[src/rtl/pwd_pkg.sv]
// Package: shared widths and mode codes for the pad wake-up detector.
// Assumes the mode field encoding is fixed; unused codes decode as off.
package pwd_pkg;
    localparam int MODE_W = 3;
    localparam logic [MODE_W-1:0] WK_OFF  = 3'd0;
    localparam logic [MODE_W-1:0] WK_LOW  = 3'd1;
    localparam logic [MODE_W-1:0] WK_HIGH = 3'd2;
    localparam logic [MODE_W-1:0] WK_RISE = 3'd3;
    localparam logic [MODE_W-1:0] WK_FALL = 3'd4;
endpackage

[src/rtl/pwd_sync.sv]
// Module: multi-flop level synchronizer.
// Brings the asynchronous pad level into the clk domain. Assumes STAGES >= 2.
// The chain resets to 0, so the pad reads as low until the chain has filled.
module pwd_sync #(
    parameter int STAGES = 2
) (
    input  logic clk,
    input  logic rst_n,
    input  logic din,
    output logic dout
);
    logic [STAGES-1:0] chain_q;

    // Shift the pad level through the synchronizer chain.
    always_ff @(posedge clk) begin
        if (!rst_n) chain_q <= '0;
        else        chain_q <= {chain_q[STAGES-2:0], din};
    end

    assign dout = chain_q[STAGES-1];
endmodule

[src/rtl/pwd_detect.sv]
// Module: level/edge event decoder.
// Judges the synchronized level against the selected mode. Edges are taken
// against the previous synchronized sample and are blanked in any cycle where
// the mode differs from the previous cycle's mode. Codes above 4 act as off.
module pwd_detect
    import pwd_pkg::*;
(
    input  logic              clk,
    input  logic              rst_n,
    input  logic              lvl,
    input  logic [MODE_W-1:0] mode,
    output logic              evt
);
    logic              prev_q;
    logic [MODE_W-1:0] mode_q;
    logic              mode_same;
    logic              rise_seen;
    logic              fall_seen;

    // Keep last synchronized level and last mode as detection history.
    always_ff @(posedge clk) begin
        if (!rst_n) begin
            prev_q <= 1'b0;
            mode_q <= WK_OFF;
        end else begin
            prev_q <= lvl;
            mode_q <= mode;
        end
    end

    assign mode_same = (mode == mode_q);
    assign rise_seen = lvl & ~prev_q;
    assign fall_seen = ~lvl & prev_q;

    // Decode the event for the current mode.
    always_comb begin
        case (mode)
            WK_LOW:  evt = ~lvl;
            WK_HIGH: evt = lvl;
            WK_RISE: evt = rise_seen & mode_same;
            WK_FALL: evt = fall_seen & mode_same;
            default: evt = 1'b0;
        endcase
    end
endmodule

[src/rtl/pwd_flag.sv]
// Module: registered request and sticky status flag.
// The flag sets on an event and clears on the strobe; an event in the
// clearing cycle takes priority.
module pwd_flag (
    input  logic clk,
    input  logic rst_n,
    input  logic evt,
    input  logic clr,
    output logic req,
    output logic flag
);
    // Register the event and update the sticky flag.
    always_ff @(posedge clk) begin
        if (!rst_n) begin
            req  <= 1'b0;
            flag <= 1'b0;
        end else begin
            req  <= evt;
            flag <= evt | (flag & ~clr);
        end
    end
endmodule

[src/rtl/pwd_wake_top.sv]
// Module: pad wake-up event detector top.
// Chains synchronizer, decoder and flag logic for one pad. Assumes mode and
// clr are synchronous to clk; pad_in may be fully asynchronous.
module pwd_wake_top
    import pwd_pkg::*;
#(
    parameter int SYNC_STAGES = 2
) (
    input  logic              clk,
    input  logic              rst_n,
    input  logic              pad_in,
    input  logic [MODE_W-1:0] mode,
    input  logic              clr,
    output logic              wake_req,
    output logic              wake_flag
);
    logic pad_sync;
    logic pad_evt;

    pwd_sync #(.STAGES(SYNC_STAGES)) u_sync (
        .clk  (clk),
        .rst_n(rst_n),
        .din  (pad_in),
        .dout (pad_sync)
    );

    pwd_detect u_detect (
        .clk  (clk),
        .rst_n(rst_n),
        .lvl  (pad_sync),
        .mode (mode),
        .evt  (pad_evt)
    );

    pwd_flag u_flag (
        .clk  (clk),
        .rst_n(rst_n),
        .evt  (pad_evt),
        .clr  (clr),
        .req  (wake_req),
        .flag (wake_flag)
    );
endmodule

[config.mk]
export PLATFORM = sky130hd
export DESIGN_NAME = pwd_wake_top
export DESIGN_NICKNAME = d
export VERILOG_FILES = /design/src/rtl/pwd_pkg.sv /design/src/rtl/pwd_sync.sv /design/src/rtl/pwd_detect.sv /design/src/rtl/pwd_flag.sv /design/src/rtl/pwd_wake_top.sv
export SDC_FILE = /design/constraint.sdc
export NUM_CORES = 1
export LEC_CHECK = 0
export ABC_CLOCK_PERIOD_IN_PS = 2090
export BUFFER_PORTS_ARGS = -buffer_cell sky130_fd_sc_hd__buf_4
export CORE_AREA = 2 2 39 41
export DETAILED_ROUTE_END_ITERATION = 10
export DIE_AREA = 0 0 41 43
export PLACE_DENSITY_LB_ADDON = 0.15
export RECOVER_POWER = 100
export SYNTH_ARGS = -nofsm -noshare
export SYNTH_HDL_FRONTEND = slang
export SYNTH_SLANG_ARGS = --single-unit
export TNS_END_PERCENT = 20
[constraint.sdc]
create_clock -name clk -period 2.09 [get_ports clk]
set_input_delay 0.209 -clock clk [delete_from_list [all_inputs] [get_ports clk]]
set_output_delay 0.209 -clock clk [all_outputs]
set_load 0.02 [all_outputs]
==> reports/qor.csv, run 1 <==
stage,metric,value,unit
timing,Max Freq,0.7870,GHz
grt,total track usage,0.07646,
setup_path,CP Depth,4,
grt,vias in the first global route,205,
cts,Root Buffer,clkbuf_4,
layout,Nets,44,
synthesis,register area share after synthesis,0.5872,
setup_path,worst r2r path cells,4,
setup_path,CP Cell Sequence,"nand4bb_1, a211o_1, a221oi_1, a31o_1",
cts,CTS max path bufs,2,
timing,RSZ-0062 raised after global routing,no,
min_path,Hold Crit Class,in2reg,
timing,setup ws final,0.8194,ns
detailed_routing,total iterations of the first detailed-routing run,1,
synthesis,largest family of logic cells by synthesized area,simple AND/OR/NAND/NOR gates,
pwr,clock group share of total power,0.374,
detailed_routing,Post-DRT Antenna Nets,0,
synthesis,post-synthesis mux area share,0,
pwr,Comb pwr share,0.082,
synthesis,Synth Register Bits,8,
timing,min Tclk post-route,1.271,ns
synthesis,synthesized area,272.8,sq um
floorplan,# rows,14,
layout,"commonest non-fill, non-tap cell in the layout",dfxtp_1,
synthesis,xor-xnor portion of the synthesized cell area,0,
timing,"Period Utilization, post-route",0.6080,
setup_path,"Buf+Inv Stages, Crit Path",0,
timing,hold slack final,0.1656,ns
timing,Final Max Slew Viols,0,
setup_path,Setup crit end,u_flag.flag,
cts,TritonCTS clock tree,yes,
layout,final instance area,357.8,sq um
floorplan,starting density of the core,0.1971,
outcome,outcome,finished clean,
pwr,leakage,0.1458,nW
detailed_routing,DRT iter0 DRCs,0,
layout,most frequent cells in the layout,"8 x dfxtp_1, 5 x and2_1, 5 x buf_4",
floorplan,core area,1384,sq um
grt,largest net degree at the start of global routing,9,
job,max cap viols,0,
setup_path,Worst Setup End Kind,register,
floorplan,die area,1763,sq um
timing,worst relative slew slack,0.7995,
setup_path,Crit Path Category,reg2reg,
synthesis,Post-Synth Adder-Cell Area,0,
layout,synthesis-to-finish area growth,31.19,%
layout,flip-flop and latch area,160.2,sq um
synthesis,area fraction of the dominant cell type after synthesis,0.5872,
setup_path,WP data arrival,1.46,ns
pwr,Max VDD drop,0.0002009,V
cts,Num CTS Buffers,3,
synthesis,number of distinct library cells after synthesis,11,
floorplan,die width,41,microns
detailed_routing,routed wire length,449,microns
layout,number of fillers in the final layout,163,
timing,Final Hold Viols,0,
synthesis,syn avg cell area,11.37,sq um
timing,Setup-failing EPs final,0,
timing,Fin Setup TNS,0,ns
cts,postcts setup bufs,0,
cts,clock sinks,8,
setup_path,slowest cell on the critical path,dfxtp_1,
synthesis,Syn. warnings,0,
synthesis,Post-Syn Instances,24,
floorplan,die height,43,microns
setup_path,CP max FO,2,
setup_path,R2R Setup Slk,0.82,ns
synthesis,simple-gate share of the synthesized area,0.2385,
pwr,sw frac,0.2032,
layout,share of cells above drive strength 1,0.2286,
timing,Setup Skew,0.003020,ns
placement,worst slack at placement,0.8629,ns
floorplan,IO Pins,9,
synthesis,ranking of synthesized cells by area,"dfxtp_1 59%, and2_1 14%, a221oi_2 5.5%",
synthesis,Synth area leader,dfxtp_1,
cts,Clock Latency Late Sink,0.25,ns
setup_path,CP startpoint,u_detect.prev_q,
synthesis,Syn Nets,31,
layout,multi-input combinational cell area,98.84,sq um
placement,Port Buf Inserts,8,
cts,hold_buf cts,0,
setup_path,CP peak stage delay,0.30,ns
timing,actual slew at the worst max-slew pin,0.3007,ns
setup_path,nature of the critical path startpoint,register,
grt,GRT overflow,0,
detailed_routing,wire per inst,8.804,microns
layout,ANT cells,0,
pwr,Reg power frac,0.544,
pwr,Power Dens Cells,839.4,nW/um^2
placement,GP Congestion,0.5749,
setup_path,RR Endpoint,u_flag.flag,
cts,CTS H-tree lvls,1,
pwr,Net Sw Power,0.00006104,W
detailed_routing,Vias,209,
pwr,cell-internal power,0.0002393,W
cts,PostCTS Resize Cnt,0,
detailed_routing,residual DRC count,0,
detailed_routing,Vias/cell,4.098,
grt,initial antenna violation count,0,
setup_path,FF-to-FF Start,u_detect.prev_q,
placement,Placed Instance Area,352.8,sq um
setup_path,Crit path required time,2.28,ns
setup_path,"CP delay by family, top",compound AO/OA/AOI/OAI gates,
grt,first-pass GRT wire length,807,microns
synthesis,compound-gate portion of the synthesized area,0.1468,
min_path,Hold Startpoint,pad_in,
cts,clk slew on worst S/H paths,0.05,ns
==> state kept, by name, indices dropped and copies added (netlist names) <==
| name | count |
|---|---|
| u_detect.mode_q | 3 |
| u_sync.chain_q | 2 |
| u_detect.prev_q | 1 |
| u_flag.flag | 1 |
| u_flag.req | 1 |
==> layer usage <==
| layer | part of all wire | vias to the layer above | global-route usage |
|---|---|---|---|
| met5 | 0 | - | 0 |
| met4 | 0 | 0 | 0.06000 |
| met3 | 0.076 | 0 | 0.07853 |
| met2 | 0.51 | 5 | 0.09375 |
| met1 | 0.41 | 95 | 0.07120 |
| li1 | - | 109 | - |
==> cell type report <==
class / count / area share
Sequential cell: 8 / 0.4476
Multi-Input combinational cell: 14 / 0.2762
Timing Repair Buffer: 8 / 0.1364
Clock buffer: 3 / 0.06294
Tap cell: 16 / 0.05594
Inverter: 2 / 0.02098
==> worst reg2reg max path, delay by kind of cell, from the launching register on <==
kind / cells / cell delay, ns
flip-flops: 1 / 0.30
AO/OA/AOI/OAI: 3 / 0.74
AND/OR/NAND/NOR: 1 / 0.18
==> logic make-up (layout without fill, tap and decap cells) <==
| family | Yosys count | after routing |
|---|---|---|
| compound gates | 4 | 4 |
| buf+inv | 2 | 13 |
| flops | 8 | 8 |
| simple gates | 10 | 10 |
==> power groups by stage <==
stage	registers (W)	clock network (W)	logic (W)
after floorplan	0.000169	0	0.0000101
after global placement	0.000167	0	0.0000286
after detailed placement	0.000167	0	0.0000288
after CTS	0.000164	0.000120	0.0000289
after global routing	0.000164	0.000135	0.0000278
final	0.000163	0.000112	0.0000247
==> synth_stat cells <==
master / count
nand4bb_1: 1
a31o_1: 1
o211ai_1: 1
a221oi_2: 1
inv_1: 2
nor3_1: 1
a211o_1: 1
or3_1: 1
and2_1: 6
nand3_1: 1
dfxtp_1: 8
==> how the worst min path moves through the flow <==
| stage | slack (ns) | cells past startpoint | end |
|---|---|---|---|
| after floorplan | 0.31 | 1 | u_flag.req |
| final | 0.17 | 2 | u_sync.chain_q[0] |
| after global routing | 0.15 | 2 | u_sync.chain_q[0] |
| after CTS | 0.16 | 2 | u_sync.chain_q[0] |
| after detailed placement | 0.42 | 2 | u_sync.chain_q[0] |
| after global placement | 0.42 | 2 | u_detect.mode_q[1] |
==> through the flow <==
step                total power (W)    util  cells
floorplan                 0.0001789       -     24
global placement          0.0001955  0.2550     48
detailed placement        0.0001957  0.2550     48
CTS                       0.0003125  0.2712     51
global route              0.0003269  0.2586     51
finish                    0.0003004  0.2586     51
(Power assumes the default switching activity.)
==> inputs of run 2 (changes only) <==
ABC_CLOCK_PERIOD_IN_PS = 1100   (was 2090)
clock period = 1.1 ns   (was 2.09 ns; I/O delays follow)
==> reports/qor.csv, run 2 (same netlist as run 1, synthesis figures left out) <==
stage,metric,value,unit,change
detailed_routing,routed wire length,452,microns,+0.67%
pwr,Power Dens Cells,1539,nW/um^2,+83%
detailed_routing,Vias,221,,+5.7%
placement,GP Congestion,0.6599,,+15%
min_path,Hold Crit Class,in2reg,,
setup_path,Crit Path Category,reg2reg,,
grt,largest net degree at the start of global routing,9,,unchanged
placement,DP Wirelength,377.8,microns,
pwr,leakage,0.1532,nW,+5.1%
detailed_routing,wire per inst,8.692,microns,-1.3%
cts,Num CTS Buffers,3,,unchanged
layout,Top Registers,"u_detect.mode_q x3, u_sync.chain_q x2",,
layout,"commonest non-fill, non-tap cell in the layout",dfxtp_1,,
timing,hold slack final,0.07225,ns,-0.09335 ns
floorplan,starting density of the core,0.1971,,unchanged
detailed_routing,residual DRC count,0,,unchanged
floorplan,core area,1384,sq um,unchanged
layout,most frequent cells in the layout,"7 x dfxtp_1, 6 x and2_1, 6 x buf_4",,
cts,Clock Latency Late Sink,0.24,ns,about the same
timing,worst relative slew slack,0.8315,,+0.03194
timing,actual slew at the worst max-slew pin,0.2539,ns,-0.04683 ns
layout,Biggest register,u_detect.mode_q,,
setup_path,Crit path required time,1.29,ns,-0.99 ns
timing,Final Max Slew Viols,0,,unchanged
grt,total track usage,0.07654,,+0.00007700
setup_path,Worst Setup End Kind,register,,
detailed_routing,Post-DRT Antenna Nets,0,,unchanged
floorplan,# rows,14,,unchanged
cts,clock sinks,8,,unchanged
setup_path,FF-to-FF Start,u_detect.mode_q[2],,
layout,Final Util,0.2694,,+0.01085
setup_path,CP Cell Sequence,"nand4bb_1, a211o_1, a221oi_2, a31o_1",,
grt,vias in the first global route,217,,+5.9%
timing,Fin Setup TNS,-0.1192,ns,-0.1192 ns
cts,CTS H-tree lvls,1,,unchanged
floorplan,die height,43,microns,unchanged
setup_path,nature of the critical path startpoint,register,,
layout,Largest register FFs,3,,unchanged
setup_path,CP startpoint,u_detect.mode_q[2],,
floorplan,die area,1763,sq um,unchanged
setup_path,CP max FO,2,,unchanged
layout,share of cells above drive strength 1,0.3056,,+0.07698
outcome,violated checks,setup timing,,
timing,Max Freq,0.8330,GHz,+5.8%
outcome,outcome,"complete, but fails checks",,
timing,Setup-failing EPs final,2,,+2
timing,"Period Utilization, post-route",1.091,,+0.4834
grt,initial antenna violation count,0,,unchanged
setup_path,slowest cell on the critical path,dfxtp_2,,
timing,Final Hold Viols,0,,unchanged
placement,Port Buf Inserts,8,,unchanged
timing,setup ws final,-0.1005,ns,-0.9199 ns
grt,GRT overflow,0,,unchanged
floorplan,die width,41,microns,unchanged
layout,ANT cells,0,,unchanged
setup_path,CP peak stage delay,0.31,ns,about the same
floorplan,IO Pins,9,,unchanged
detailed_routing,total iterations of the first detailed-routing run,2,,+1
layout,synthesis-to-finish area growth,36.70,%,
layout,Nets,45,,+2.3%
cts,clk slew on worst S/H paths,0.05,ns,about the same
min_path,Hold Startpoint,pad_in,,
detailed_routing,DRT iter0 DRCs,2,,+2
layout,Post-Layout Cell Count,52,,+2.0%
detailed_routing,Vias/cell,4.250,,+3.7%
setup_path,WP data arrival,1.39,ns,-0.07 ns
cts,Root Buffer,clkbuf_4,,
pwr,Max VDD drop,0.0005580,V,+180%
timing,RSZ-0062 raised after global routing,yes,,
placement,placed insts,49,,+2.1%
grt,first-pass GRT wire length,841,microns,+4.2%
timing,Setup Skew,0.001543,ns,-0.001477 ns
job,max cap viols,0,,unchanged
cts,CTS max path bufs,2,,unchanged
cts,TritonCTS clock tree,yes,,
timing,min Tclk post-route,1.201,ns,-0.07009 ns
[run 2: cell types whose count changed in the layout (fill, tap and decap cells not counted), sizes merged]
cell / before / now
buf: 5 / 6
[run 2: path summary, 6_finish.rpt]
path	endpoint	slack, ns	depth (start not counted)
max	u_flag.flag	-0.10	4
min	u_sync.chain_q[0]	0.07	2
max reg2reg	u_flag.flag	-0.10	4
min reg2reg	u_sync.chain_q[1]	0.43	1
[run 2: through the flow]
step / setup WS (ns) / power [W] / area (sq um)
floorplan: -0.02600 / 0.0003399 / 272.8
global placement: -0.1003 / 0.0003728 / 360.3
detailed placement: -0.1257 / 0.0003738 / 360.3
CTS: -0.1177 / 0.0005882 / 382.9
global route: -0.1940 / 0.0006221 / 372.9
finish: -0.1005 / 0.0005737 / 372.9
[run 2: critical path: cells and delay by family, from the launching register on]
family          cells  cell delay, ns
simple gates        1            0.18
flops               1            0.31
compound gates      3            0.66
[run 2: per-layer routing]
layer	vias up	wire [microns]	global-route usage
met5	-	0	0
met4	0	9	0.08000
met3	2	36	0.03141
met2	6	224	0.1000
met1	103	182	0.08442
li1	110	-	-
[run 2: what timing repair did]
item                                    CTS  global route
endpoints found under the setup margin    2             2
hold buffers                              0             0
hold endpoints to repair                  0             0
pin swaps                                 1             0
setup buffers                             0             0
resized for setup                         0             1
[run 2: area by class of cell]
type	instances	area (sq um)
inverters	2	7.507
well taps	16	20.02
repair buffers	9	56.30
multi-input cells	14	105.1
clock buffers	3	22.52
flip-flops and latches	8	161.4
fillers	154	1011
[run 2: power breakdown]
part | switching, W | internal, W | leakage [nW]
clock network | 0.0000876 | 0.000124 | 0.0138
registers | 0.00000524 | 0.000305 | 0.0664
logic | 0.0000229 | 0.0000289 | 0.0731
==> inputs of run 3 (changes only) <==
--- a/constraint.sdc
+++ b/constraint.sdc
@@ -3,2 +3,2 @@
 set_output_delay 0.11 -clock clk [all_outputs]
-set_load 0.02 [all_outputs]
+set_load 0.005 [all_outputs]
==> reports/qor.csv, run 3 (same netlist as run 1, synthesis figures left out) <==
stage,metric,value,unit,change
grt,initial antenna violation count,0,,unchanged
job,max cap viols,0,,unchanged
cts,Clock Latency Late Sink,0.24,ns,about the same
pwr,clock group share of total power,0.370,,about the same
placement,Port Buf Inserts,8,,unchanged
floorplan,die area,1763,sq um,unchanged
layout,most frequent cells in the layout,"7 x dfxtp_1, 6 x and2_1, 6 x buf_4",,
cts,CTS max path bufs,2,,unchanged
timing,Setup Skew,0.001543,ns,unchanged
layout,"commonest non-fill, non-tap cell in the layout",dfxtp_1,,
setup_path,CP Cell Sequence,"nand4bb_1, a211o_1, a221oi_2, a31o_1",,
layout,Post-Layout Cell Count,52,,unchanged
setup_path,worst r2r path cells,4,,unchanged
timing,setup ws final,-0.1005,ns,+0.000001000 ns
detailed_routing,residual DRC count,0,,unchanged
outcome,violated checks,setup timing,,
detailed_routing,routed wire length,450,microns,-0.44%
timing,Setup-failing EPs final,2,,unchanged
pwr,cell-internal power,0.0004605,W,+0.56%
min_path,Hold Crit Class,in2reg,,
grt,first-pass GRT wire length,841,microns,unchanged
placement,placed insts,49,,unchanged
cts,clock sinks,8,,unchanged
setup_path,slowest cell on the critical path,dfxtp_2,,
cts,Num CTS Buffers,3,,unchanged
setup_path,Crit path required time,1.29,ns,about the same
min_path,"Endpoint, Worst Hold",u_sync.chain_q[0],,
grt,vias in the first global route,217,,unchanged
setup_path,Worst Setup End Kind,register,,
pwr,leakage,0.1605,nW,+4.7%
setup_path,RR Endpoint,u_flag.flag,,
timing,worst relative slew slack,0.8435,,+0.01203
timing,min Tclk post-route,1.201,ns,-0.000001000 ns
grt,largest net degree at the start of global routing,9,,unchanged
setup_path,CP peak stage delay,0.31,ns,about the same
cts,Root Buffer,clkbuf_4,,
grt,GRT overflow,0,,unchanged
floorplan,IO Pins,9,,unchanged
setup_path,CP max FO,2,,unchanged
detailed_routing,total iterations of the first detailed-routing run,2,,unchanged
setup_path,Crit Path Category,reg2reg,,
pwr,Reg power frac,0.543,,+0.002
layout,final instance area,380.4,sq um,+2.0%
grt,total track usage,0.07654,,unchanged
layout,share of cells above drive strength 1,0.3611,,+0.05556
detailed_routing,WL met1,180,microns,-1.1%
layout,Biggest register,u_detect.mode_q,,
layout,Nets,45,,unchanged
floorplan,starting density of the core,0.1971,,unchanged
cts,clk slew on worst S/H paths,0.05,ns,about the same
detailed_routing,DRT iter0 DRCs,2,,unchanged
cts,postcts setup bufs,0,,unchanged
timing,Max Freq,0.8330,GHz,unchanged
min_path,Hold Startpoint,pad_in,,
floorplan,die height,43,microns,unchanged
setup_path,R2R Setup Slk,-0.10,ns,about the same
setup_path,nature of the critical path startpoint,register,,
setup_path,FF-to-FF Start,u_detect.mode_q[2],,
setup_path,"Buf+Inv Stages, Crit Path",0,,unchanged
detailed_routing,Met3 Wirelength,36,microns,unchanged
detailed_routing,max layer used,met4,,
detailed_routing,Post-DRT Antenna Nets,0,,unchanged
detailed_routing,wire per inst,8.654,microns,-0.44%
timing,Final Hold Viols,0,,unchanged
placement,DP Wirelength,377.8,microns,unchanged
timing,actual slew at the worst max-slew pin,0.2347,ns,-0.01913 ns
timing,RSZ-0062 raised after global routing,yes,,
floorplan,# rows,14,,unchanged
pwr,Max VDD drop,0.0005580,V,about the same
layout,Largest register FFs,3,,unchanged
timing,Final Max Slew Viols,0,,unchanged
setup_path,WP data arrival,1.39,ns,about the same
min_path,Hold Path Stages,2,,unchanged
timing,"Period Utilization, post-route",1.091,,about the same
detailed_routing,met2 wire length,223,microns,-0.45%
layout,Top Registers,"u_detect.mode_q x3, u_sync.chain_q x2",,
floorplan,core area,1384,sq um,unchanged
floorplan,die width,41,microns,unchanged
outcome,outcome,"complete, but fails checks",,
detailed_routing,Vias,221,,unchanged
cts,TritonCTS clock tree,yes,,
pwr,Power Dens Cells,1503,nW/um^2,-2.3%
cts,CTS H-tree lvls,1,,unchanged
pwr,Comb pwr share,0.087,,-0.003
layout,ANT cells,0,,unchanged
layout,Final Util,0.2749,,+0.005425
detailed_routing,Vias/cell,4.250,,unchanged
pwr,sw frac,0.1946,,-0.007180
placement,GP Congestion,0.6599,,unchanged
pwr,Net Sw Power,0.0001113,W,-3.9%
layout,synthesis-to-finish area growth,39.45,%,
setup_path,"CP delay by family, top",compound AO/OA/AOI/OAI gates,,
placement,Placed Instance Area,360.3,sq um,unchanged
[run 3: cell counts in the layout (fill, tap and decap cells not counted)]
No cell type changed its count.
[run 3: timing repair]
item                                    in CTS  in global routing
endpoints found under the setup margin       2                  2
resized for setup                            0                  1
endpoints found under the hold margin        0                  0
hold buffers                                 0                  0
pin swaps                                    1                  0
[run 3: power groups by stage]
stage               clock network, W  registers [W]  logic [W]
global route                0.000251       0.000312  0.0000570
global placement                   0       0.000316  0.0000521
CTS                         0.000220       0.000310  0.0000528
floorplan                          0       0.000316  0.0000192
detailed placement                 0       0.000316  0.0000528
finish                      0.000212       0.000310  0.0000499
[run 3: how the worst max path moves through the flow]
stage / start / cells after the start / endpoint
finish: u_detect.mode_q[2] / 4 / u_flag.flag
global route: u_detect.mode_q[2] / 4 / u_flag.flag
CTS: u_detect.mode_q[2] / 4 / u_flag.flag
detailed placement: u_detect.mode_q[2] / 4 / u_flag.flag
global placement: u_detect.prev_q / 4 / u_flag.flag
floorplan: u_detect.mode_q[2] / 4 / u_flag.flag
[run 3: through the flow]
| stage | setup slack [ns] | hold WS, ns | setup TNS, ns | total power [W] |
|---|---|---|---|---|
| final | -0.1005 | 0.07225 | -0.1192 | 0.0005718 |
| after global placement | -0.1003 | 0.3209 | -0.1201 | 0.0003680 |
| after global routing | -0.1940 | 0.06159 | -0.2875 | 0.0006201 |
| after CTS | -0.1177 | 0.06738 | -0.1534 | 0.0005834 |
| after floorplan | -0.02583 | 0.2069 | -0.02583 | 0.0003354 |
| after detailed placement | -0.1257 | 0.3229 | -0.1698 | 0.0003691 |
[run 3: layer usage]
metal  vias to the layer above  track usage
met5                         -            0
met4                         0      0.08000
met3                         2      0.03141
met2                         6       0.1000
met1                       103      0.08442
li1                        110            -
[run 3: layout make-up]
type / count / area (sq um)
Inverter: 2 / 7.507
Clock buffer: 3 / 22.52
Multi-Input combinational cell: 14 / 105.1
Tap cell: 16 / 20.02
Fill cell: 153 / 1003
Timing Repair Buffer: 9 / 63.81
Sequential cell: 8 / 161.4
